===== src/rtl/e1fa_pkg.sv =====
package e1fa_pkg;
  localparam int SLOT_BITS  = 8;
  localparam int SLOTS      = 32;
  localparam int FRAME_BITS = SLOT_BITS * SLOTS;
  localparam int BIT_W      = $clog2(SLOT_BITS);
  localparam int SLOT_W     = $clog2(SLOTS);
  localparam int POS_W      = BIT_W + SLOT_W;
  localparam int FAW_LEN    = 7;
  localparam logic [FAW_LEN-1:0] FAW_WORD = 7'b0011011;
  // position of bit 8 of slot 0, the last bit of the alignment word
  localparam int CHECK_POS  = SLOT_BITS - 1;

  typedef enum logic [1:0] {
    ST_HUNT     = 2'd0,
    ST_VFY_NFAS = 2'd1,
    ST_VFY_FAS  = 2'd2,
    ST_LOCKED   = 2'd3
  } sync_state_t;
endpackage


===== src/rtl/e1fa_rst_sync.sv =====
module e1fa_rst_sync (
  input  logic clk,
  input  logic rst_n,
  output logic rst_ns
);
  logic [1:0] sync_q;

  always_ff @(posedge clk or negedge rst_n) begin
    if (!rst_n) sync_q <= '0;
    else        sync_q <= {sync_q[0], 1'b1};
  end

  assign rst_ns = sync_q[1];
endmodule


===== src/rtl/e1fa_bit_window.sv =====
module e1fa_bit_window #(
  parameter int W = 7
) (
  input  logic         clk,
  input  logic         rst_ns,
  input  logic         rx_bit,
  output logic [W-1:0] window
);
  logic [W-2:0] hist_q;
  logic [W-2:0] hist_d;

  always_comb hist_d = {hist_q[W-3:0], rx_bit};

  // reset to ones: the word starts with two zeros, so no false match
  always_ff @(posedge clk or negedge rst_ns) begin
    if (!rst_ns) hist_q <= '1;
    else         hist_q <= hist_d;
  end

  // oldest bit on the left, bit being sampled now on the right
  assign window = {hist_q, rx_bit};
endmodule


===== src/rtl/e1fa_align_ctrl.sv =====
module e1fa_align_ctrl
  import e1fa_pkg::*;
#(
  parameter int LOSS_THRESH = 3
) (
  input  logic               clk,
  input  logic               rst_ns,
  input  logic [FAW_LEN-1:0] window,
  output logic               locked,
  output logic [POS_W-1:0]   pos,
  output logic               err_word
);
  localparam int MISS_W = $clog2(LOSS_THRESH + 1);

  sync_state_t       state_q, state_d;
  logic [POS_W-1:0]  pos_q, pos_d, pos_inc;
  logic [MISS_W-1:0] miss_q, miss_d;
  logic              expf_q, expf_d;
  logic              check, fas_ok, naf_ok;

  always_comb begin
    pos_inc  = pos_q + POS_W'(1);
    check    = (pos_inc == POS_W'(CHECK_POS));
    fas_ok   = (window == FAW_WORD);
    naf_ok   = window[FAW_LEN-1];
    pos_d    = pos_inc;
    state_d  = state_q;
    miss_d   = miss_q;
    expf_d   = expf_q;
    err_word = 1'b0;
    case (state_q)
      ST_HUNT: begin
        if (fas_ok) begin
          pos_d   = POS_W'(CHECK_POS);
          state_d = ST_VFY_NFAS;
        end
      end
      ST_VFY_NFAS: begin
        if (check) state_d = naf_ok ? ST_VFY_FAS : ST_HUNT;
      end
      ST_VFY_FAS: begin
        if (check) begin
          if (fas_ok) begin
            state_d = ST_LOCKED;
            expf_d  = 1'b0;
            miss_d  = '0;
          end else begin
            state_d = ST_HUNT;
          end
        end
      end
      default: begin
        if (check) begin
          expf_d = ~expf_q;
          if (expf_q) begin
            if (fas_ok) begin
              miss_d = '0;
            end else begin
              err_word = 1'b1;
              if (miss_q == MISS_W'(LOSS_THRESH - 1)) begin
                state_d = ST_HUNT;
                miss_d  = '0;
              end else begin
                miss_d = miss_q + MISS_W'(1);
              end
            end
          end
        end
      end
    endcase
  end

  always_ff @(posedge clk or negedge rst_ns) begin
    if (!rst_ns) begin
      state_q <= ST_HUNT;
      pos_q   <= '0;
      miss_q  <= '0;
      expf_q  <= 1'b0;
    end else begin
      state_q <= state_d;
      pos_q   <= pos_d;
      miss_q  <= miss_d;
      expf_q  <= expf_d;
    end
  end

  assign locked = (state_q == ST_LOCKED);
  assign pos    = pos_q;

  AST_LOCK_VIA_VERIFY: assert property (@(posedge clk) disable iff (!rst_ns)
    $rose(state_q == ST_LOCKED) |-> $past(state_q) == ST_VFY_FAS);
  AST_POS_ADVANCE: assert property (@(posedge clk) disable iff (!rst_ns)
    (locked && $past(locked)) |-> pos_q == $past(pos_q) + POS_W'(1));
  AST_LOSS_AFTER_MISSES: assert property (@(posedge clk) disable iff (!rst_ns)
    $fell(state_q == ST_LOCKED) |-> $past(miss_q) == MISS_W'(LOSS_THRESH - 1));
endmodule


===== src/rtl/e1fa_err_count.sv =====
module e1fa_err_count
  import e1fa_pkg::*;
#(
  parameter int FRAMES_LONG  = 8000,
  parameter int FRAMES_SHORT = 500,
  parameter int ERR_W        = 16
) (
  input  logic             clk,
  input  logic             rst_ns,
  input  logic             err_word,
  input  logic             los,
  input  logic             period_short,
  output logic [ERR_W-1:0] held
);
  localparam int LONG_BITS  = FRAMES_LONG * FRAME_BITS;
  localparam int SHORT_BITS = FRAMES_SHORT * FRAME_BITS;
  localparam int TMR_W      = $clog2(LONG_BITS);

  logic [TMR_W-1:0] tmr_q, tmr_d;
  logic [TMR_W:0]   lim;
  logic [ERR_W-1:0] live_q, live_d, held_q, held_d, live_inc;
  logic             tick, inc;

  always_comb begin
    lim      = period_short ? (TMR_W+1)'(SHORT_BITS) : (TMR_W+1)'(LONG_BITS);
    tick     = ({1'b0, tmr_q} >= (lim - (TMR_W+1)'(1)));
    inc      = err_word & ~los;
    live_inc = live_q + ERR_W'(inc);
    tmr_d    = tick ? '0 : tmr_q + TMR_W'(1);
    live_d   = tick ? '0 : live_inc;
    held_d   = tick ? live_inc : held_q;
  end

  always_ff @(posedge clk or negedge rst_ns) begin
    if (!rst_ns) begin
      tmr_q  <= '0;
      live_q <= '0;
      held_q <= '0;
    end else begin
      tmr_q  <= tmr_d;
      live_q <= live_d;
      held_q <= held_d;
    end
  end

  assign held = held_q;

  AST_HELD_STABLE: assert property (@(posedge clk) disable iff (!rst_ns)
    !tick |=> $stable(held_q));
  AST_LOS_BLOCKS: assert property (@(posedge clk) disable iff (!rst_ns)
    (los && !tick) |=> $stable(live_q));
  AST_NO_OVERFLOW: assert property (@(posedge clk) disable iff (!rst_ns)
    live_q != '1);
endmodule


===== src/rtl/e1fa_sync.sv =====
module e1fa_sync
  import e1fa_pkg::*;
#(
  parameter int FRAMES_LONG  = 8000,
  parameter int FRAMES_SHORT = 500,
  parameter int LOSS_THRESH  = 3,
  parameter int ERR_W        = 16
) (
  input  logic              clk,
  input  logic              rst_n,
  input  logic              rx_bit,
  input  logic              los,
  input  logic              period_short,
  output logic              frame_sync,
  output logic              searching,
  output logic [SLOT_W-1:0] ts_cnt,
  output logic [BIT_W-1:0]  bit_cnt,
  output logic [ERR_W-1:0]  err_count
);
  logic               rst_ns;
  logic [FAW_LEN-1:0] window;
  logic               locked;
  logic [POS_W-1:0]   pos;
  logic               err_word;

  e1fa_rst_sync u_rst (.clk(clk), .rst_n(rst_n), .rst_ns(rst_ns));

  e1fa_bit_window #(.W(FAW_LEN)) u_win (
    .clk(clk), .rst_ns(rst_ns), .rx_bit(rx_bit), .window(window));

  e1fa_align_ctrl #(.LOSS_THRESH(LOSS_THRESH)) u_align (
    .clk(clk), .rst_ns(rst_ns), .window(window),
    .locked(locked), .pos(pos), .err_word(err_word));

  e1fa_err_count #(.FRAMES_LONG(FRAMES_LONG), .FRAMES_SHORT(FRAMES_SHORT),
                   .ERR_W(ERR_W)) u_err (
    .clk(clk), .rst_ns(rst_ns), .err_word(err_word), .los(los),
    .period_short(period_short), .held(err_count));

  assign searching  = ~locked;
  assign frame_sync = locked && (pos == '0);
  assign ts_cnt     = pos[POS_W-1:BIT_W];
  assign bit_cnt    = pos[BIT_W-1:0];

  AST_SYNC_ONE_BIT: assert property (@(posedge clk) disable iff (!rst_ns)
    frame_sync |=> !frame_sync);
endmodule


===== config.mk =====
export PLATFORM = sky130hd
export DESIGN_NAME = e1fa_sync
export DESIGN_NICKNAME = d
export VERILOG_FILES = /design/src/rtl/e1fa_pkg.sv /design/src/rtl/e1fa_rst_sync.sv /design/src/rtl/e1fa_bit_window.sv /design/src/rtl/e1fa_align_ctrl.sv /design/src/rtl/e1fa_err_count.sv /design/src/rtl/e1fa_sync.sv
export SDC_FILE = /design/constraint.sdc
export NUM_CORES = 1
export LEC_CHECK = 0
export BUFFER_PORTS_ARGS = -buffer_cell sky130_fd_sc_hd__buf_4
export CORE_ASPECT_RATIO = 0.75
export CORE_MARGIN = 3
export CORE_UTILIZATION = 45
export CTS_CLUSTER_DIAMETER = 40
export DETAILED_ROUTE_END_ITERATION = 10
export PLACE_DENSITY = 0.7
export SLEW_MARGIN = 25
export SYNTH_ARGS = -nofsm -noshare
export SYNTH_HDL_FRONTEND = slang
export SYNTH_SLANG_ARGS = --single-unit
export TNS_END_PERCENT = 10

===== constraint.sdc =====
create_clock -name clk -period 2.4 [get_ports clk]
set_input_delay 0.36 -clock clk [delete_from_list [all_inputs] [get_ports clk]]
set_output_delay 0.36 -clock clk [all_outputs]
set_load 0.01 [all_outputs]

# After elaboration in Yosys (flattened, before gate mapping)
# Index checks and enable logic that the tools add are counted.
# classes
addsub	5
n_lt_le_gt_ge	1
eq_ne	11
mux	30
bitwise_logic	5
n_reduce_logical	12
# ops
cell	n
$mux 21	2
$mux 2	15
$ge 21x22->1	1
$sub 22x1->22 const B	1
$add 21x1->21 const B	1
$add 16x1->16	1
$mux 16	1
$mux 8	2
$add 8x1->8 const B	1
$eq 8x3->1 const B	1
$logic_not 8->1	1
$ne 2x1->1 const B	4
$reduce_bool 4->1	2
$eq 7x5->1 const B	1
$mux 1	7
$reduce_and 7->1	1
$eq 2x2->1 const B	3
$pmux 2 s3	1
$ne 4x4->1 const B	1
$not 1->1	4
$pmux 2 s2	1
$reduce_and 4->1	1
$reduce_bool 2->1	2
$reduce_and 3->1	1
other kinds (8)	8
# totals
ff_bits	74
inputBits	5
out_inout_bits	26

# Logic depth before layout (Yosys ltp)
# logic_depth
word_depth	8
mapped_depth	12

# By module
# A second synthesis with hierarchy kept.
# unflattened
hier_cells	357
area_unflattened_um2	3743.6
# modules_own_cells
mod	instances	cells_per_inst	area_each_um2
e1fa_err_count	1	237	2522.4
e1fa_align_ctrl	1	105	975.9
e1fa_bit_window	1	7	165.2
e1fa_rst_sync	1	3	53.8
e1fa_sync	1	5	26.3

# Worst setup path after synthesis
# OpenSTA, ideal clock, no wires.
# synth_timing
path_type	register to register
start	register u_align.pos_q[0], in the netlist u_align.pos[0]
end	register u_err.held_q[14], in the netlist u_err.held[14]
setup_time_ps	137
arrival_ps	2898
path_slack_ps	-635
path_stages_with_launch	13
period_less_slack_ps	3035
cell_sequence	dfrtp_1 ha_1 and3_4 or3_1 a211o_2 nor4_1 ha_1 ha_1 and2_1 nor2b_1 nand4_1 xor2_1 a21oi_1
# synth_between
elab_chain_len	6
# synth_rtl
element	line_no	source
start: declaration	e1fa_align_ctrl.sv:16	logic [POS_W-1:0] pos_q, pos_d, pos_inc;
start signal: assignment	e1fa_align_ctrl.sv:81	pos_q <= pos_d;
$add 8x1->8	e1fa_align_ctrl.sv:22	pos_inc = pos_q + POS_W'(1);
$eq 8x3->1	e1fa_align_ctrl.sv:23	check = (pos_inc == POS_W'(CHECK_POS));
$mux 1	e1fa_align_ctrl.sv:53	if (check) begin
$mux 1	e1fa_align_ctrl.sv:31	case (state_q)
$and 1x1->1	e1fa_err_count.sv:27	inc = err_word & ~los;
$add 16x1->16	e1fa_err_count.sv:28	live_inc = live_q + ERR_W'(inc);
end signal: assignment	e1fa_err_count.sv:42	held_q <= held_d;
end: declaration	e1fa_err_count.sv:21	logic [ERR_W-1:0] live_q, live_d, held_q, held_d, live_inc;
# No other way between the ends.
# A chain may end at the register's enable or synchronous reset.

# Final worst setup path
# layout_timing
start	register u_align.pos_q[3], in the netlist u_align.pos[3]
end	register u_err.held_q[8], in the netlist u_err.held[8]
# The elaborated chain is that of the path after synthesis.

==> impl_metrics.yaml <==
logic_synthesis:
  async_flop_share_pct: 100.0
  ys_seq_area_share_pct: 54.47
  ys_ff_latch: 74
  ys_warn_count: 0
  synthXorXnorAreaFrac_pct: 9.494
  synth_edf_count: 0
  syn_nets: 349
  ys.flop_type: "dfrtp_1"
  synth_mux_area_share_pct: 0.6598
  post_synth_inst_count: 330
  syn-cell-area_um2: 3413
  syn_avg_cell_area_um2: 10.34
  synth_cell_type_count: 42
  synth_top_family_by_area: "simple AND/OR/NAND/NOR gates"
  synthSimpleGateAreaFrac_pct: 20.49
  synthAdderAreaFrac_pct: 5.132
  synth_compound_area_share_pct: 7.771
outcome:
  status: "complete, but fails checks"
  violations: "setup timing"
timing:
  fin_skew_ns: 0.01506
  worstMarginPinSlew_ns: 0.5621
  fmax_mhz: 354.9
  finalHoldViolations: 0
  maxSlewViolCount: 0
  max_slew_margin_pct: 62.40
  min_period_ns: 2.818
  setup_viol: 28
  fin_ws_ns: -0.4179
  period_share_pct: 117.4
  rsz0062_at_grt: "yes"
setup_path:
  crit_type: "flop to flop"
  cp_max_fo: 4
  critPathCaptureType: "flop"
  path_cells: "and3_4, and3_4, or3_4, a211o_4, nor4_4, ha_4, ha_4, and2_4, buf_4, nand4_1, xor2_1, a21oi_1"
  crit_slowest_cell: "dfrtp_2"
  cpPeakStageDelay_ns: 0.41
  cp_num_buf_inv: 1
  path_delay_family: "simple AND/OR/NAND/NOR gates"
  start_kind: "flop"
  critPathArrivalTime_ns: 3.06
  worstPathRequired_ns: 2.65
die:
  die_area_um2: 8677
  core_um2: 7092
  rows: 26
  pin_count: 31
  chipWidth_um: 106.6
  initial_core_util_pct: 48.13
  die_h_um: 81.43
power_and_ir_drop:
  p_leak_nw: 2.002
  p_switching_uw: 825.2
  power.share.switching_pct: 27.78
  clkPwrFrac_pct: 32.6
  seqPwrFrac_pct: 48.3
  comb_power_share_pct: 19.1
  ir_drop_mv: 0.3321
  p_int_mw: 2.145
  p_per_area_nw_per_um2: 693.0
detailed_routing:
  via_count: 2490
  drtIter0Drc: 125
  ant_nets: 0
  wirelength_mm: 6.457
  wire_per_inst_um: 13.20
  first_pass_iters: 4
  viasPerCell: 5.092
  drc: 0
final_layout:
  area_growth_pct: 25.59
  layoutNonFillerInstCount: 489
  n_antenna_cell: 0
  fin_util_pct: 60.44
  design.final.nets: 405
  layout-drive-gt1-share_pct: 26.09
cts:
  clock-sinks: 74
  clk_path_buf_depth: 2
  clock_latency_ns: 0.36
  root_buffer: "clkbuf_8"
  tritoncts: "yes"
  numCtsBuffers: 9
  htree_num_levels: 3
  clkTransAtPathRegs_ns: 0.08
grt:
  antenna_found_initial: 0
  grt_overflow: 0
  grtUsageTotal_pct: 16.74
  first_global_vias: 2423
  grt_max_degree: 40
  grt_pass1_wl_mm: 11.40
place:
  dp_cells: 471
  dpl.hpwl_mm: 4.612
  io_buffers: 30
  place_congestion: 0.8043
job:
  maxCapViolations: 0
min_path:
  hold_class: "input port to flop"
-- power groups by stage --
stage               Combinational [mW]  Sequential, mW  Clock [mW]
floorplan                        0.222            1.51           0
global placement                 0.554            1.45           0
detailed placement               0.561            1.46           0
CTS                              0.567            1.43        1.00
global route                     0.633            1.45        1.06
finish                           0.567            1.43       0.970
-- cell families (layout without fill, tap and decap cells) --
group                      after synthesis  count (layout)
and+or+nand+nor                        143             143
DFF                                     74              74
AOI/OAI and AO/OA                       43              43
xor gates and xnor gates                37              37
buffers and inverters                   16              77
adders and majority gates               14              14
muxes                                    2               2
other                                    1               1
-- cell usage after synthesis, types with 2 or more instances --
library cell  instances  area [um2]
a21o_1                2       15.01
a21oi_1              20       100.1
and2_1                3       18.77
and3_1                7       43.79
and4_1                4       35.03
buf_1                 3       11.26
buf_2                 3       15.01
clkbuf_1              3       11.26
dfrtp_1              68        1702
dfstp_2               6       157.7
ha_1                 14       175.2
inv_1                 7       26.28
mux2_2                2       22.52
nand2_1              21       78.83
nand2b_1              3       18.77
nand3_1              15       75.07
nand4_1               8       50.05
nor2_1               61       229.0
nor2b_1               4       25.02
nor3_1                4       20.02
o211ai_1              2       15.01
o21ai_0              10       50.05
o22a_1                2       17.52
or3_1                 5       31.28
xnor2_1              13       113.9
xor2_1               24       210.2
-- worst register-to-register path: stages (launching register included) --
cell     delay, ns
dfrtp_2       0.41
and3_4        0.18
and3_4        0.17
or3_4         0.32
a211o_4       0.35
nor4_4        0.30
ha_4          0.21
ha_4          0.13
and2_4        0.13
buf_4         0.11
nand4_1       0.11
xor2_1        0.20
a21oi_1       0.09
-- cell type report --
class                      count  area (um2)
clock buffer                  10       137.6
clock inverter                 6       66.31
fill                         616        2805
inverter                       7       26.28
multi-input combinational    240        1645
sequential                    74        1864
tap                           98       122.6
timing repair buffer          54       424.2
-- layout by cell type, fill, tap and decap left out, types with 2 or more instances in the layout --
master	Yosys	routed
dfrtp_1	68	64
inv_1	7	7
xor2_1	24	21
o211ai_1	2	2
a21o_1	2	2
and3_1	7	6
clkinvlp_4	0	3
ha_1	14	11
dfrtp_2	0	4
o21ai_0	10	10
nor2b_1	4	3
and4_1	4	4
nand2_1	21	20
nor3_1	4	4
and3_4	1	2
nand2b_1	3	3
nand4_1	8	8
and2_1	3	2
nor2_1	61	61
buf_4	0	51
ha_4	0	3
nand3_1	15	14
a21oi_1	20	19
xor2_2	0	2
o22a_1	2	2
xnor2_1	13	12
clkbuf_8	0	10
or3_1	5	4
dfstp_2	6	6
-- registers in the layout (all words and copies together) (netlist names) --
| name | flops |
|---|---|
| u_err.held | 16 |
| u_win.hist_q | 6 |
| u_err.tmr_q | 21 |
| u_align.miss_q | 2 |
| u_align.expf_q | 1 |
| u_rst.sync_q | 2 |
| u_align.pos | 8 |
| u_err.live_q | 16 |
| u_align.state_q | 2 |
-- repair_timing --
action	4_1_cts	5_1_grt
hold endpoints to repair	2	0
hold buffers	1	0
buffers inserted	0	1
setup endpoints to repair	31	33
gates resized for setup	6	8
pin swaps	6	3
-- routing by layer --
| metal | GRT usage (%) | routed length [um] | share of wire (%) | vias up |
|---|---|---|---|---|
| met2 | 24.50 | 2882 | 45 | 35 |
| met3 | 6.127 | 283 | 4.4 | 6 |
| met5 | 0 | 0 | 0 | - |
| met4 | 4.598 | 61 | 0.94 | 0 |
| li1 | - | - | - | 1238 |
| met1 | 23.63 | 3229 | 50 | 1211 |
-- stage by stage --
step,setup WS (ns),cell area [um2],power [mW],TNS (ns),hold slack [ns]
2_1_floorplan,-0.5158,3473,1.733,-7.583,0.06441
3_3_place_gp,-0.4413,3974,2.004,-8.017,0.1434
3_5_place_dp,-0.5420,3974,2.019,-10.16,0.1443
4_1_cts,-0.4767,4228,3.003,-8.756,0.1043
5_1_grt,-0.5605,4287,3.140,-10.95,0.09441
6_report,-0.4179,4287,2.970,-7.530,0.1238
-- worst paths after layout --
check	from	end	slack [ns]	depth (start not counted)
setup / recovery	u_align.pos[3]	u_err.held[8]	-0.42	12
hold reg to reg	u_rst.sync_q[1]	u_err.held[8]	0.26	0
min in group asynchronous	u_rst.sync_q[1]	u_err.held[8]	0.26	0
setup reg to reg	u_align.pos[3]	u_err.held[8]	-0.42	12
max in group asynchronous	u_rst.sync_q[1]	u_win.hist_q[2]	1.36	1
hold / removal	rx_bit	u_win.hist_q[0]	0.12	1
Note: power is estimated with default switching activity, not from simulation.
